===== config.mk =====
export PLATFORM = sky130hd
export DESIGN_NAME = hdlc_tx
export DESIGN_NICKNAME = d
export VERILOG_FILES = /design/src/rtl/hdlc_tx_pkg.sv /design/src/rtl/hdlc_tx_fifo.sv /design/src/rtl/hdlc_tx_fcs.sv /design/src/rtl/hdlc_tx_serializer.sv /design/src/rtl/hdlc_tx.sv
export SDC_FILE = /design/constraint.sdc
export NUM_CORES = 1
export LEC_CHECK = 0
export BUFFER_PORTS_ARGS = -buffer_cell sky130_fd_sc_hd__buf_2
export CORE_UTILIZATION = 48
export CTS_BUF_LIST = sky130_fd_sc_hd__clkbuf_4
export DETAILED_ROUTE_END_ITERATION = 16
export GPL_TIMING_DRIVEN = 0
export PLACE_DENSITY = 0.69
export SETUP_SLACK_MARGIN = 0.15
export SLEW_MARGIN = 20
export SYNTH_ARGS = -nofsm -noshare
export SYNTH_HDL_FRONTEND = slang
export SYNTH_SLANG_ARGS = --single-unit
export TNS_END_PERCENT = 1

===== constraint.sdc =====
create_clock -name clk -period 3.2 [get_ports clk]
set_input_delay 0.48 -clock clk [delete_from_list [all_inputs] [get_ports clk]]
set_output_delay 0.48 -clock clk [all_outputs]
set_load 0.01 [all_outputs]

===== src/rtl/hdlc_tx_pkg.sv =====
package hdlc_tx_pkg;
  localparam int BYTE_W = 8;
  localparam int FCS_W  = 16;

  localparam logic [1:0] FILL_FLAG    = 2'd0;
  localparam logic [1:0] FILL_IDLE    = 2'd1;
  localparam logic [1:0] FILL_GOAHEAD = 2'd2;
  localparam logic [1:0] FILL_TRANSP  = 2'd3;

  localparam logic [BYTE_W-1:0] PAT_FLAG    = 8'h7E;
  localparam logic [BYTE_W-1:0] PAT_ONES    = 8'hFF;
  localparam logic [BYTE_W-1:0] PAT_GOAHEAD = 8'h7F;

  // bit-reversed form of x^16+x^12+x^5+1 for LSB-first shifting
  localparam logic [FCS_W-1:0] FCS_POLY_REFL = 16'h8408;

  typedef struct packed {
    logic              abort;
    logic              eop;
    logic [BYTE_W-1:0] data;
  } tx_entry_t;

  typedef enum logic [2:0] {
    S_FILL, S_OPEN, S_DATA, S_FCS, S_CLOSE, S_ABORT, S_TRANS
  } ser_state_e;
endpackage


===== src/rtl/hdlc_tx_fifo.sv =====
module hdlc_tx_fifo #(
  parameter int DEPTH    = 19,
  parameter int W        = 10,
  parameter int LOW_MARK = 4
) (
  input  logic         clk,
  input  logic         rst,
  input  logic         wr_en,
  input  logic [W-1:0] wr_data,
  input  logic         rd_en,
  output logic [W-1:0] rd_data,
  output logic         empty,
  output logic         low
);
  localparam int AW = (DEPTH > 1) ? $clog2(DEPTH) : 1;
  localparam int CW = $clog2(DEPTH + 1);

  logic [W-1:0]  mem [DEPTH];
  logic [AW-1:0] wr_ptr, rd_ptr;
  logic [CW-1:0] count, count_nxt;
  logic          wr_ok, rd_ok;

  assign wr_ok     = wr_en && (count != CW'(DEPTH));
  assign rd_ok     = rd_en && (count != '0);
  assign count_nxt = count + CW'(wr_ok) - CW'(rd_ok);
  assign empty     = (count == '0);
  assign rd_data   = mem[rd_ptr];

  function automatic logic [AW-1:0] bump(input logic [AW-1:0] p);
    return (p == AW'(DEPTH - 1)) ? '0 : p + AW'(1);
  endfunction

  always_ff @(posedge clk) begin
    if (wr_ok) mem[wr_ptr] <= wr_data;
  end

  always_ff @(posedge clk) begin
    if (rst) begin
      wr_ptr <= '0;
      rd_ptr <= '0;
      count  <= '0;
      low    <= 1'b1;
    end else begin
      if (wr_ok) wr_ptr <= bump(wr_ptr);
      if (rd_ok) rd_ptr <= bump(rd_ptr);
      count <= count_nxt;
      low   <= (count_nxt <= CW'(LOW_MARK));
    end
  end


  full_drop_chk: assert property (@(posedge clk) disable iff (rst)
    (count == CW'(DEPTH) && wr_en && !rd_en) |=> (count == CW'(DEPTH)));


  no_underflow_chk: assert property (@(posedge clk) disable iff (rst)
    rd_en |-> !empty);
endmodule


===== src/rtl/hdlc_tx_fcs.sv =====
module hdlc_tx_fcs #(
  parameter int          W    = 16,
  parameter logic [W-1:0] POLY = 16'h8408
) (
  input  logic         clk,
  input  logic         rst,
  input  logic         init,
  input  logic         en,
  input  logic         din,
  output logic [W-1:0] next
);
  logic [W-1:0] crc_q;

  always_comb begin
    next = crc_q;
    if (init) begin
      next = '1;
    end else if (en) begin
      next = crc_q >> 1;
      if (crc_q[0] ^ din) next = next ^ POLY;
    end
  end

  always_ff @(posedge clk) begin
    if (rst) crc_q <= '1;
    else     crc_q <= next;
  end
endmodule


===== src/rtl/hdlc_tx_serializer.sv =====
module hdlc_tx_serializer
  import hdlc_tx_pkg::*;
(
  input  logic      clk,
  input  logic      rst,
  input  logic      tx_en,
  input  logic [1:0] fill_sel,
  input  logic [2:0] tbits_sel,
  input  tx_entry_t head,
  input  logic      empty,
  output logic      pop,
  output logic      tx_bit
);
  localparam int SH_W      = FCS_W;
  localparam int CNT_W     = $clog2(SH_W + 1);
  localparam int STUFF_RUN = 5;

  ser_state_e        st_q, st_n;
  logic [SH_W-1:0]   sh_q, sh_n;
  logic [CNT_W-1:0]  cnt_q, cnt_n, tlen;
  logic [2:0]        ones_q, ones_n;
  logic              stuff_unit_q, stuff_unit_n;
  logic              stuff_pend_q, stuff_pend_n;
  logic              eop_q, eop_n;
  logic [BYTE_W-1:0] last_q, last_n;
  logic              bit_out, crc_init, crc_en, trans_ok, go_fill;
  logic [BYTE_W-1:0] fill_pat, tbyte;
  logic [FCS_W-1:0]  crc_d;

  assign trans_ok = tx_en && (fill_sel == FILL_TRANSP);
  assign tbyte    = empty ? last_q : head.data;

  always_comb begin
    case (tbits_sel)
      3'd2:    tlen = CNT_W'(2);
      3'd6:    tlen = CNT_W'(6);
      3'd7:    tlen = CNT_W'(7);
      default: tlen = CNT_W'(BYTE_W);
    endcase
    case (fill_sel)
      FILL_FLAG:    fill_pat = PAT_FLAG;
      FILL_GOAHEAD: fill_pat = PAT_GOAHEAD;
      default:      fill_pat = PAT_ONES;
    endcase
  end

  hdlc_tx_fcs #(.W(FCS_W), .POLY(FCS_POLY_REFL)) u_fcs (
    .clk(clk), .rst(rst), .init(crc_init), .en(crc_en),
    .din(sh_q[0]), .next(crc_d)
  );

  always_comb begin
    st_n         = st_q;
    sh_n         = sh_q;
    cnt_n        = cnt_q;
    ones_n       = ones_q;
    stuff_unit_n = stuff_unit_q;
    stuff_pend_n = stuff_pend_q;
    eop_n        = eop_q;
    last_n       = last_q;
    bit_out      = 1'b1;
    pop          = 1'b0;
    crc_init     = 1'b0;
    crc_en       = 1'b0;
    go_fill      = 1'b0;
    if (st_q == S_TRANS && !trans_ok) begin
      // raw mode halts at once: mark the line and restart fill
      st_n         = S_FILL;
      sh_n         = SH_W'(PAT_ONES);
      cnt_n        = CNT_W'(BYTE_W);
      stuff_unit_n = 1'b0;
      stuff_pend_n = 1'b0;
      ones_n       = '0;
    end else if (stuff_pend_q) begin
      bit_out      = 1'b0;
      stuff_pend_n = 1'b0;
      ones_n       = '0;
    end else begin
      bit_out = sh_q[0];
      sh_n    = sh_q >> 1;
      cnt_n   = cnt_q - CNT_W'(1);
      crc_en  = (st_q == S_DATA);
      if (stuff_unit_q && sh_q[0]) begin
        if (ones_q == 3'(STUFF_RUN - 1)) begin
          stuff_pend_n = 1'b1;
          ones_n       = '0;
        end else begin
          ones_n = ones_q + 3'd1;
        end
      end else begin
        ones_n = '0;
      end
      if (cnt_q == CNT_W'(1)) begin
        case (st_q)
          S_OPEN, S_DATA: begin
            if (st_q == S_DATA && eop_q) begin
              st_n         = S_FCS;
              sh_n         = ~crc_d;
              cnt_n        = CNT_W'(FCS_W);
              stuff_unit_n = 1'b1;
            end else if (empty || head.abort) begin
              pop          = !empty;
              st_n         = S_ABORT;
              sh_n         = SH_W'(PAT_ONES);
              cnt_n        = CNT_W'(BYTE_W);
              stuff_unit_n = 1'b0;
            end else begin
              pop          = 1'b1;
              st_n         = S_DATA;
              sh_n         = SH_W'(head.data);
              cnt_n        = CNT_W'(BYTE_W);
              stuff_unit_n = 1'b1;
              eop_n        = head.eop;
            end
          end
          S_FCS: begin
            st_n         = S_CLOSE;
            sh_n         = SH_W'(PAT_FLAG);
            cnt_n        = CNT_W'(BYTE_W);
            stuff_unit_n = 1'b0;
          end
          default: go_fill = 1'b1;
        endcase
        if (go_fill) begin
          stuff_unit_n = 1'b0;
          cnt_n        = CNT_W'(BYTE_W);
          if (trans_ok) begin
            st_n   = S_TRANS;
            pop    = !empty;
            last_n = tbyte;
            sh_n   = SH_W'(tbyte);
            cnt_n  = tlen;
          end else if (tx_en && !empty &&
                       (fill_sel == FILL_FLAG || fill_sel == FILL_IDLE)) begin
            st_n     = S_OPEN;
            sh_n     = SH_W'(PAT_FLAG);
            crc_init = 1'b1;
          end else begin
            st_n = S_FILL;
            sh_n = SH_W'(fill_pat);
          end
        end
      end
    end
  end

  always_ff @(posedge clk) begin
    if (rst) begin
      st_q         <= S_FILL;
      sh_q         <= SH_W'(PAT_ONES);
      cnt_q        <= CNT_W'(BYTE_W);
      ones_q       <= '0;
      stuff_unit_q <= 1'b0;
      stuff_pend_q <= 1'b0;
      eop_q        <= 1'b0;
      last_q       <= '0;
      tx_bit       <= 1'b1;
    end else begin
      st_q         <= st_n;
      sh_q         <= sh_n;
      cnt_q        <= cnt_n;
      ones_q       <= ones_n;
      stuff_unit_q <= stuff_unit_n;
      stuff_pend_q <= stuff_pend_n;
      eop_q        <= eop_n;
      last_q       <= last_n;
      tx_bit       <= bit_out;
    end
  end

  // line-side watch of ones runs inside the frame body
  logic       body_q;
  logic [2:0] run_q;
  always_ff @(posedge clk) begin
    if (rst) begin
      body_q <= 1'b0;
      run_q  <= '0;
    end else begin
      body_q <= (st_q == S_DATA) || (st_q == S_FCS);
      run_q  <= tx_bit ? ((run_q == 3'd7) ? run_q : run_q + 3'd1) : 3'd0;
    end
  end


  stuff_run_chk: assert property (@(posedge clk) disable iff (rst)
    (body_q && tx_bit) |-> (run_q < 3'(STUFF_RUN)));


  goahead_hold_chk: assert property (@(posedge clk) disable iff (rst)
    (st_q == S_FILL && fill_sel == FILL_GOAHEAD) |-> !pop);


  tagged_abort_chk: assert property (@(posedge clk) disable iff (rst)
    (pop && head.abort && !trans_ok) |=> (st_q == S_ABORT));


  trans_stop_chk: assert property (@(posedge clk) disable iff (rst)
    (st_q == S_TRANS && !tx_en) |=> tx_bit);
endmodule


===== src/rtl/hdlc_tx.sv =====
module hdlc_tx
  import hdlc_tx_pkg::*;
#(
  parameter int DEPTH    = 19,
  parameter int LOW_MARK = 4
) (
  input  logic       clk,
  input  logic       rst,
  input  logic       wr_en,
  input  logic [7:0] wr_data,
  input  logic       wr_eop,
  input  logic       abort_set,
  input  logic       tx_en,
  input  logic [1:0] fill_sel,
  input  logic [2:0] tbits_sel,
  output logic       tx_bit,
  output logic       fifo_low
);
  localparam int ENTRY_W = $bits(tx_entry_t);

  logic               arm_q, pop, empty;
  logic [ENTRY_W-1:0] rd_raw;
  tx_entry_t          wr_entry, head;

  always_ff @(posedge clk) begin
    if (rst)            arm_q <= 1'b0;
    else if (wr_en)     arm_q <= 1'b0;
    else if (abort_set) arm_q <= 1'b1;
  end

  assign wr_entry = '{abort: arm_q | abort_set, eop: wr_eop, data: wr_data};
  assign head     = tx_entry_t'(rd_raw);

  hdlc_tx_fifo #(.DEPTH(DEPTH), .W(ENTRY_W), .LOW_MARK(LOW_MARK)) u_fifo (
    .clk(clk), .rst(rst), .wr_en(wr_en), .wr_data(wr_entry),
    .rd_en(pop), .rd_data(rd_raw), .empty(empty), .low(fifo_low)
  );

  hdlc_tx_serializer u_ser (
    .clk(clk), .rst(rst), .tx_en(tx_en), .fill_sel(fill_sel),
    .tbits_sel(tbits_sel), .head(head), .empty(empty),
    .pop(pop), .tx_bit(tx_bit)
  );
endmodule


### Word-level counts from Yosys, hierarchy flattened

Memories as Yosys holds them, arrays and structs flattened. A register that Yosys moved wholly into a read port is not among the register bits.
Cells that the tools add are included.
W data, S select, Z words.

| word-level totals | value |
|---|---|
| output and inout bits | 2 |
| memory bits (writable) | 190 |
| memories kept | 1 |
| register bits after elaboration | 72 |
| word-level logic and storage cells | 128 |

Memories:

| memory | depth | bits a word | rd ports | clocked after memory_dff | write ports | line | text |
|---|---|---|---|---|---|---|---|
| u_fifo.mem | 19 | 10 | 1 | 1 | 1 | hdlc_tx_fifo.sv:18 | `logic [W-1:0] mem [DEPTH];` |

| operators by class | value |
|---|---|
| add/subtract/negate cells | 6 |
| bitwise operators | 9 |
| magnitude comparators | 1 |
| equal/unequal tests | 15 |
| multiplexer cells | 56 |
| reduce and logical (&&, ||, !) cells | 25 |

Operator list:

| cell | number |
|---|---|
| $mux W16 | 7 |
| $mux W5 | 7 |
| $pmux W16 S2 | 1 |
| $mux W1 | 28 |
| $mux W8 | 3 |
| $not A16 Y16 | 1 |
| $pmux W8 S2 | 1 |
| $eq A3 B3 Y1 const B | 4 |
| $mux W3 | 4 |
| $pmux W4 S3 | 1 |
| $add A5 B1 Y5 const B | 2 |
| $eq A5 B5 Y1 const B | 2 |
| $pmux W5 S2 | 1 |
| $eq A3 B2 Y1 const B | 3 |
| $logic_and A1 B1 Y1 | 8 |
| $pmux W3 S2 | 1 |
| $reduce_and A6 Y1 | 1 |
| $reduce_or A2 Y1 | 3 |
| $add A5 B1 Y5 | 1 |
| $eq A5 B1 Y1 const B | 1 |
| $le A5 B3 Y1 const B | 1 |
| $logic_not A5 Y1 | 1 |
| $ne A5 B5 Y1 const B | 1 |
| $not A1 Y1 | 5 |
| 21 further kinds | 24 |

### Logic depth before layout (Yosys ltp)

Gate-level depths: netlist (run 1).

| logic depth | value |
|---|---|
| depth in word-level cells | 16 |
| mapped depth | 17 |

### Modules after synthesis

From an unflattened synthesis (run 1), not the netlist that was laid out.

| second synthesis, totals | value |
|---|---|
| cells, all modules | 796 |
| area total of the unflattened synthesis | 11387.2 um^2 |

By module, submodules not included:

| module | times used | sequential area each (um^2) | cells each | area an instance (um^2) |
|---|---|---|---|---|
| hdlc_tx_fifo | 1 | 6125.9 | 445 | 8379.3 |
| hdlc_tx_serializer | 1 | 780.7 | 269 | 2119.5 |
| hdlc_tx_fcs | 1 | 320.3 | 79 | 854.6 |
| hdlc_tx | 1 | 20.0 | 3 | 33.8 |

### Worst setup path before layout (run 1)

Ideal clock, no wire load.

| timing path | value |
|---|---|
| path kind | flip-flop to flip-flop |
| start point | reg u_ser.cnt_q[0] |
| end point | reg u_fifo.low |
| slack | -189 ps |
| data arrival time | 3303 ps |
| stages on the path, launching flop included | 17 |
| cells stage by stage | dfxtp_1 > ha_1 > or4b_4 > buf_6 > a311o_1 > a211oi_4 > ha_1 > inv_1 > ha_1 > inv_1 > fa_1 > inv_1 > a21oi_1 > nor2_1 > or3_1 > a21oi_1 > a211oi_1 |

| on the way | value |
|---|---|
| cells in the longest elaborated chain, start to end | 7 |

RTL lines:

| element | line | text |
|---|---|---|
| start, declared | hdlc_tx_serializer.sv:20 | `logic [CNT_W-1:0] cnt_q, cnt_n, tlen;` |
| start signal, assigned | hdlc_tx_serializer.sv:151 | `cnt_q <= CNT_W'(BYTE_W);` |
| start signal, assigned | hdlc_tx_serializer.sv:161 | `cnt_q <= cnt_n;` |
| $eq A5 B1 Y1 | hdlc_tx_serializer.sv:93 | `if (cnt_q == CNT_W'(1)) begin` |
| $mux W1 | hdlc_tx_serializer.sv:93 |  |
| $mux W1 | hdlc_tx_serializer.sv:74 | `end else if (stuff_pend_q) begin` |
| $mux W1 | hdlc_tx_serializer.sv:66 | `if (st_q == S_TRANS && !trans_ok) begin` |
| $logic_and A1 B1 Y1 | hdlc_tx_fifo.sv:24 | `assign rd_ok = rd_en && (count != '0);` |
| $sub A5 B1 Y5 | hdlc_tx_fifo.sv:25 | `assign count_nxt = count + CW'(wr_ok) - CW'(rd_ok);` |
| $le A5 B3 Y1 | hdlc_tx_fifo.sv:47 | `low <= (count_nxt <= CW'(LOW_MARK));` |
| end signal, assigned | hdlc_tx_fifo.sv:47 |  |
| end, declared | hdlc_tx_fifo.sv:13 | `output logic low` |

Every way passes these cells.
A chain may end at the register's enable or synchronous reset.

### Final worst setup path (run 1)

| timing path | value |
|---|---|
| start point | reg u_ser.cnt_q[1] |
| end point | reg u_fifo.low |

Same word-level chain as after synthesis.

==> results.cfg, run 1 <==
[power_and_ir_drop]
p_per_area_mw_per_mm2 = 580.0
ir_drop_mv = 0.3814
clock_power_share = 0.387
seq_power_share = 0.522
p_int_w = 0.005519
total_power_w = 0.007349
p_sw_frac = 0.2490
switchingPower_w = 0.001830
cellLeakagePower_nw = 4.101
combPwrFrac = 0.091

[synthesis]
synth_edf_count = 190
synth.cell_area_mm2 = 0.01123
ys_async_sr_fraction = 0
yosysMostFrequentCell = edfxtp_1
synthTopCellsByArea = edfxtp_1, dfxtp_1, mux4_2, mux2i_1, nor2_1
ys_types = 65
synth_common_cells = edfxtp_1, nor2_1, dfxtp_1, nand2_1, mux2i_1
yosysTopAreaCellShare = 0.5081
syn-num-nets = 846
synth-seq-area-share = 0.6454
ys_seq_elements = 267
synth_top_area_cell = edfxtp_1
avgSynthCellArea_um2 = 13.86
synth_ff_type = edfxtp_1
yosysWarnings = 0
syn_inst = 810

[cells_and_area]
nets = 936
seqCellArea_mm2 = 0.007248
syn_to_final_growth_pct = 12.86
multiInputGateArea_mm2 = 0.003797
num-fill-cells = 1895
final_util = 0.5563
layout.cells.non_filler = 1264
drive_gt1_frac = 0.2316

[timing]
hold_violations = 0
worst_pin_slew_ns = 0.8751
setup_viol = 2
slew_headroom = 0.4160
setup_ws_ns = -0.1808
fin_skew_ns = 0.05657
post-route-min-period_ns = 3.381
max_freq_mhz = 295.8
rsz0062_at_grt = yes
slew_viol_final = 0
fin_crit_sh = 1.056

[placed_design]
portBuffers = 19
dp_slack_ns = -0.4523
hpwl_mm = 16.05
gp_congestion = 0.8775
placed_cells = 1142

[floorplan]
io_pins = 21
die_h_um = 154.9
core_region_area_mm2 = 0.02278
fp.dieW_um = 154.9
rows = 55
start_util = 0.4929
die_area_mm2 = 0.02401

[drt]
firstDrtPassIters = 5
via_count = 7113
wl_per_cell_um = 19.86
routed_wl_mm = 25.10
vias_per_cell = 5.627
drc = 0
first_iter_violations = 571
postRouteAntennaNets = 0

[cts]
cts_tree = done
clockBufferDepth = 3
clkSinkCount = 267
ctsHoldBuffers = 0
h-tree-depth = 3
cts_made_buffers = 68
cts_root_buffer = clkbuf_4
clkTransAtPathRegs_ns = 0.06
worst_skew_pair.late_latency_ns = 0.68

[global_route]
grt_pass1_wl_mm = 38.59
overflow = 0
grt_pass1_vias = 7015
track_usage = 0.2155
grt_max_degree = 21
antenna_found_initial = 1

[outcome]
violations = setup timing
status = complete, but fails checks

[hold_path]
min_path_cells = 3
holdCritStartpoint = wr_en
hold_path.class = in2reg
holdPathEnd = arm_q

[setup_path]
reg2reg_depth = 17
ff2ff_setup_slack_ns = -0.18
r2r-end = u_fifo.low
reg2reg_from = u_ser.cnt_q[1]
critical_path_arrival_ns = 3.96
startpoint = u_ser.cnt_q[1]
critPathMaxFanout = 10
start_kind = register
required_ns = 3.78
crit_type = reg2reg
cp-end-kind = register

[job]
drv_cap = 0
==> power by group through the flow <==
stage                     Clock [W]  Sequential [W]  Combinational (W)
after floorplan                   0         0.00389           0.000444
after global placement            0         0.00390           0.000627
after detailed placement          0         0.00391           0.000646
after CTS                   0.00291         0.00383           0.000660
after global routing        0.00309         0.00384           0.000736
final                       0.00285         0.00383           0.000669
==> critical path, cell delays in order, from the launching register on <==
cell and delay, ns:
dfxtp_1 0.32, inv_2 0.07, ha_2 0.18, or4b_4 0.46, buf_6 0.16, a311o_1 0.34
a211oi_4 0.22, ha_1 0.27, inv_1 0.06, ha_1 0.16, inv_1 0.07, fa_2 0.38
inv_1 0.06, a21oi_1 0.05, nor2_1 0.15, or3_1 0.14, a21oi_2 0.06, a211oi_2 0.18
==> flip-flops by register name, indices dropped and copies added, names as in the netlist, 5 cells and up, named ones only <==
name	flops
u_ser.u_fcs.crc_q	16
u_fifo.wr_ptr	5
u_fifo.count	5
u_ser.last_q	8
u_fifo.mem	190
u_ser.sh_q	16
u_ser.cnt_q	5
u_fifo.rd_ptr	5
==> timing repair <==
| item | in CTS | in global routing |
|---|---|---|
| gates resized for setup | 8 | 4 |
| setup buffers | 1 | 0 |
| pin swaps | 1 | 0 |
| endpoints found under the setup margin | 30 | 21 |
==> routing by layer <==
metal | wire length (um) | global-route usage | up-vias
li1 | - | - | 3314
met4 | 886 | 0.1075 | 0
met5 | 0 | 0 | -
met3 | 1368 | 0.04095 | 69
met2 | 12130 | 0.3554 | 245
met1 | 10710 | 0.2735 | 3485
==> cell usage in the layout, fill, tap and decap left out, types with 22 or more instances in the layout <==
cell,synthesis,final
edfxtp_1,190,190
clkbuf_4,0,98
dfxtp_1,77,76
nand2_1,60,60
nor2_1,78,58
mux2i_1,40,40
mux4_2,38,38
buf_2,10,29
o21ai_0,25,24
inv_1,23,22
==> cell families after synthesis <==
| logic type | count (synthesis) | synth area share |
|---|---|---|
| AOI/OAI and AO/OA | 135 | 0.08190 |
| xor gates and xnor gates | 14 | 0.01092 |
| muxes | 88 | 0.1219 |
| and+or+nand+nor | 225 | 0.09606 |
| DFF | 267 | 0.6454 |
| buffers and inverters | 64 | 0.02418 |
| adders and majority gates | 17 | 0.01961 |
==> through the flow <==
| step | hold WS, ns | area (um^2) | setup TNS (ns) |
|---|---|---|---|
| 6_report | 0.1604 | 12670 | -0.2466 |
| 5_1_grt | 0.1481 | 12670 | -0.6264 |
| 4_1_cts | 0.1189 | 12650 | -0.2419 |
| 3_5_place_dp | 0.4561 | 11770 | -1.003 |
| 3_3_place_gp | 0.4329 | 11730 | -0.9350 |
| 2_1_floorplan | 0.4173 | 11240 | -0.1092 |
==> area by class of cell <==
class                           instances  share of cell area
Buffer                                 40             0.01432
Clock buffer                           98             0.05806
Timing Repair Buffer                   20            0.008096
Sequential cell                       267              0.5720
Inverter                               24            0.007109
Antenna cell                            1           0.0001975
Clock inverter                         22            0.009676
Multi-Input combinational cell        479              0.2997
Tap cell                              313             0.03090
==> worst max path at each step <==
stage / to / slack, ns / depth (start not counted)
2_1_floorplan: u_fifo.low / -0.10 / 17
3_3_place_gp: u_fifo.low / -0.47 / 17
3_5_place_dp: u_fifo.low / -0.45 / 17
4_1_cts: u_fifo.low / -0.17 / 17
5_1_grt: u_fifo.low / -0.36 / 17
6_report: u_fifo.low / -0.18 / 17
(Power assumes the default switching activity.)
==> run 2, diff against run 1 <==
--- a/config.mk
+++ b/config.mk
@@ -6,6 +6,7 @@
 export NUM_CORES = 1
 export LEC_CHECK = 0
 export BUFFER_PORTS_ARGS = -buffer_cell sky130_fd_sc_hd__buf_2
+export CORE_ASPECT_RATIO = 0.5
 export CORE_UTILIZATION = 48
 export CTS_BUF_LIST = sky130_fd_sc_hd__clkbuf_4
 export DETAILED_ROUTE_END_ITERATION = 16
==> results.cfg, run 2 (synthesis results as in run 1) <==
[cells_and_area]
final_util = 0.5530
largest_register_ffs = 190
top_register = u_fifo.mem
drive_gt1_frac = 0.2423
top_regs = u_fifo.mem: 190 flops, u_ser.sh_q: 16 flops, u_ser.u_fcs.crc_q: 16 flops
final_cell_mix = edfxtp_1, clkbuf_4, dfxtp_1
nets = 933
syn_to_final_growth_pct = 12.71
final_common_cell = edfxtp_1
final_cell_area_mm2 = 0.01266

[setup_path]
slowest_stage = or4b_4
required_ns = 3.76
cp_common_cell = inv_2
startpoint = u_ser.cnt_q[1]
critical_path_arrival_ns = 3.86
reg2reg_from = u_ser.cnt_q[1]
critPathMaxFanout = 2
max_stage_delay_ns = 0.46
cp-end-kind = register
crit_type = reg2reg
start_kind = register
path_cells = inv_2 > ha_4 > or4b_4 > buf_6 > a311o_1 > a211oi_4 > ha_1 > inv_1 > ha_2 > inv_2 > fa_2 > inv_2 > a21oi_2 > nor2_2 > o21ai_2 > a21oi_4 > a211oi_2

[drt]
postRouteAntennaNets = 0
routed_wl_mm = 25.12
drc = 0
first_iter_violations = 691
wl_per_cell_um = 20.18
vias_per_cell = 5.795
firstDrtPassIters = 5
via_count = 7215

[global_route]
grt_max_degree = 21
antenna_found_initial = 1
grt_pass1_vias = 6941
grt_pass1_wl_mm = 38.40
overflow = 0
track_usage = 0.2142

[cts]
cts_made_buffers = 58
cts_root_buffer = clkbuf_4
clockBufferDepth = 3
clkSinkCount = 267
cts_tree = done
worst_skew_pair.late_latency_ns = 0.71
clkTransAtPathRegs_ns = 0.07
h-tree-depth = 2
ctsHoldBuffers = 0

[timing]
setup_viol = 2
fin_crit_sh = 1.029
setup_ws_ns = -0.09242
whs_ns = 0.1157
slew_headroom = 0.4812
fin_skew_ns = 0.03723
worst_pin_slew_ns = 0.7774
slew_viol_final = 0
rsz0062_at_grt = yes
max_freq_mhz = 303.7
post-route-min-period_ns = 3.292
hold_violations = 0
tns_ns = -0.1015

[placed_design]
hpwl_mm = 16.68
gp_congestion = 0.8848
portBuffers = 19
placed_cell_area_mm2 = 0.01174

[floorplan]
die_h_um = 110.2
die_area_mm2 = 0.02405
fp.dieW_um = 218.3
start_util = 0.4906
io_pins = 21
rows = 39
core_region_area_mm2 = 0.02289

[power_and_ir_drop]
total_power_w = 0.007241
cellLeakagePower_nw = 4.088
ir_drop_mv = 0.2136
p_per_area_mw_per_mm2 = 572.1

[job]
drv_cap = 0

[hold_path]
holdCritStartpoint = wr_en
hold_path.class = in2reg

[outcome]
violations = setup timing
status = complete, but fails checks
run 2: layer usage:
| layer | GRT usage | wire, um | vias to the layer above | part of all wire |
|---|---|---|---|---|
| li1 | - | - | 3287 | - |
| met1 | 0.2844 | 11020 | 3616 | 0.44 |
| met2 | 0.3553 | 11960 | 279 | 0.48 |
| met3 | 0.04636 | 1761 | 33 | 0.070 |
| met4 | 0.06843 | 378 | 0 | 0.015 |
| met5 | 0 | 0 | - | 0 |
run 2: final timing paths:
check	end	slack, ns	cells past startpoint
setup / recovery	u_fifo.low	-0.09	17
hold / removal	arm_q	0.12	3
setup reg to reg	u_fifo.low	-0.09	17
hold reg to reg	u_ser.ones_q[0]	0.45	1
run 2: area by class of cell:
cell class / instances / area [um^2]
diodes: 1 / 2.502
repair buffers: 27 / 155.1
clock buffers: 93 / 698.2
inverters: 24 / 90.09
flip-flops and latches: 267 / 7252
clock inverters: 7 / 62.56
multi-input cells: 479 / 3827
plain buffers: 40 / 183.9
well taps: 307 / 384.1
fillers: 1817 / 10230
run 2: timing repair:
item,in CTS,in global routing
buffers inserted,7,1
resized for setup,10,15
pin swaps,11,10
setup endpoints to repair,15,96
run 2: stage by stage:
step,worst slack (ns),std cells
after floorplan,-0.1034,810
after global placement,-0.3639,1136
after detailed placement,-0.4348,1136
after CTS,-0.2545,1243
after global routing,-0.2198,1245
final,-0.09242,1245
run 2: worst max-delay path, delay by kind of cell (launching register included):
family	cells	cell delay, ns
AO/OA/AOI/OAI	6	0.96
buffers and inverters	5	0.37
adder cells (fa/ha/maj)	4	0.94
flip-flops	1	0.32
AND/OR/NAND/NOR	2	0.58
run 2: power breakdown:
group	total, W	internal (W)	switching [W]
logic	0.000732	0.000281	0.000451
clock network	0.00268	0.00139	0.00129
registers	0.00383	0.00378	0.0000564
total	0.00724	0.00545	0.00179
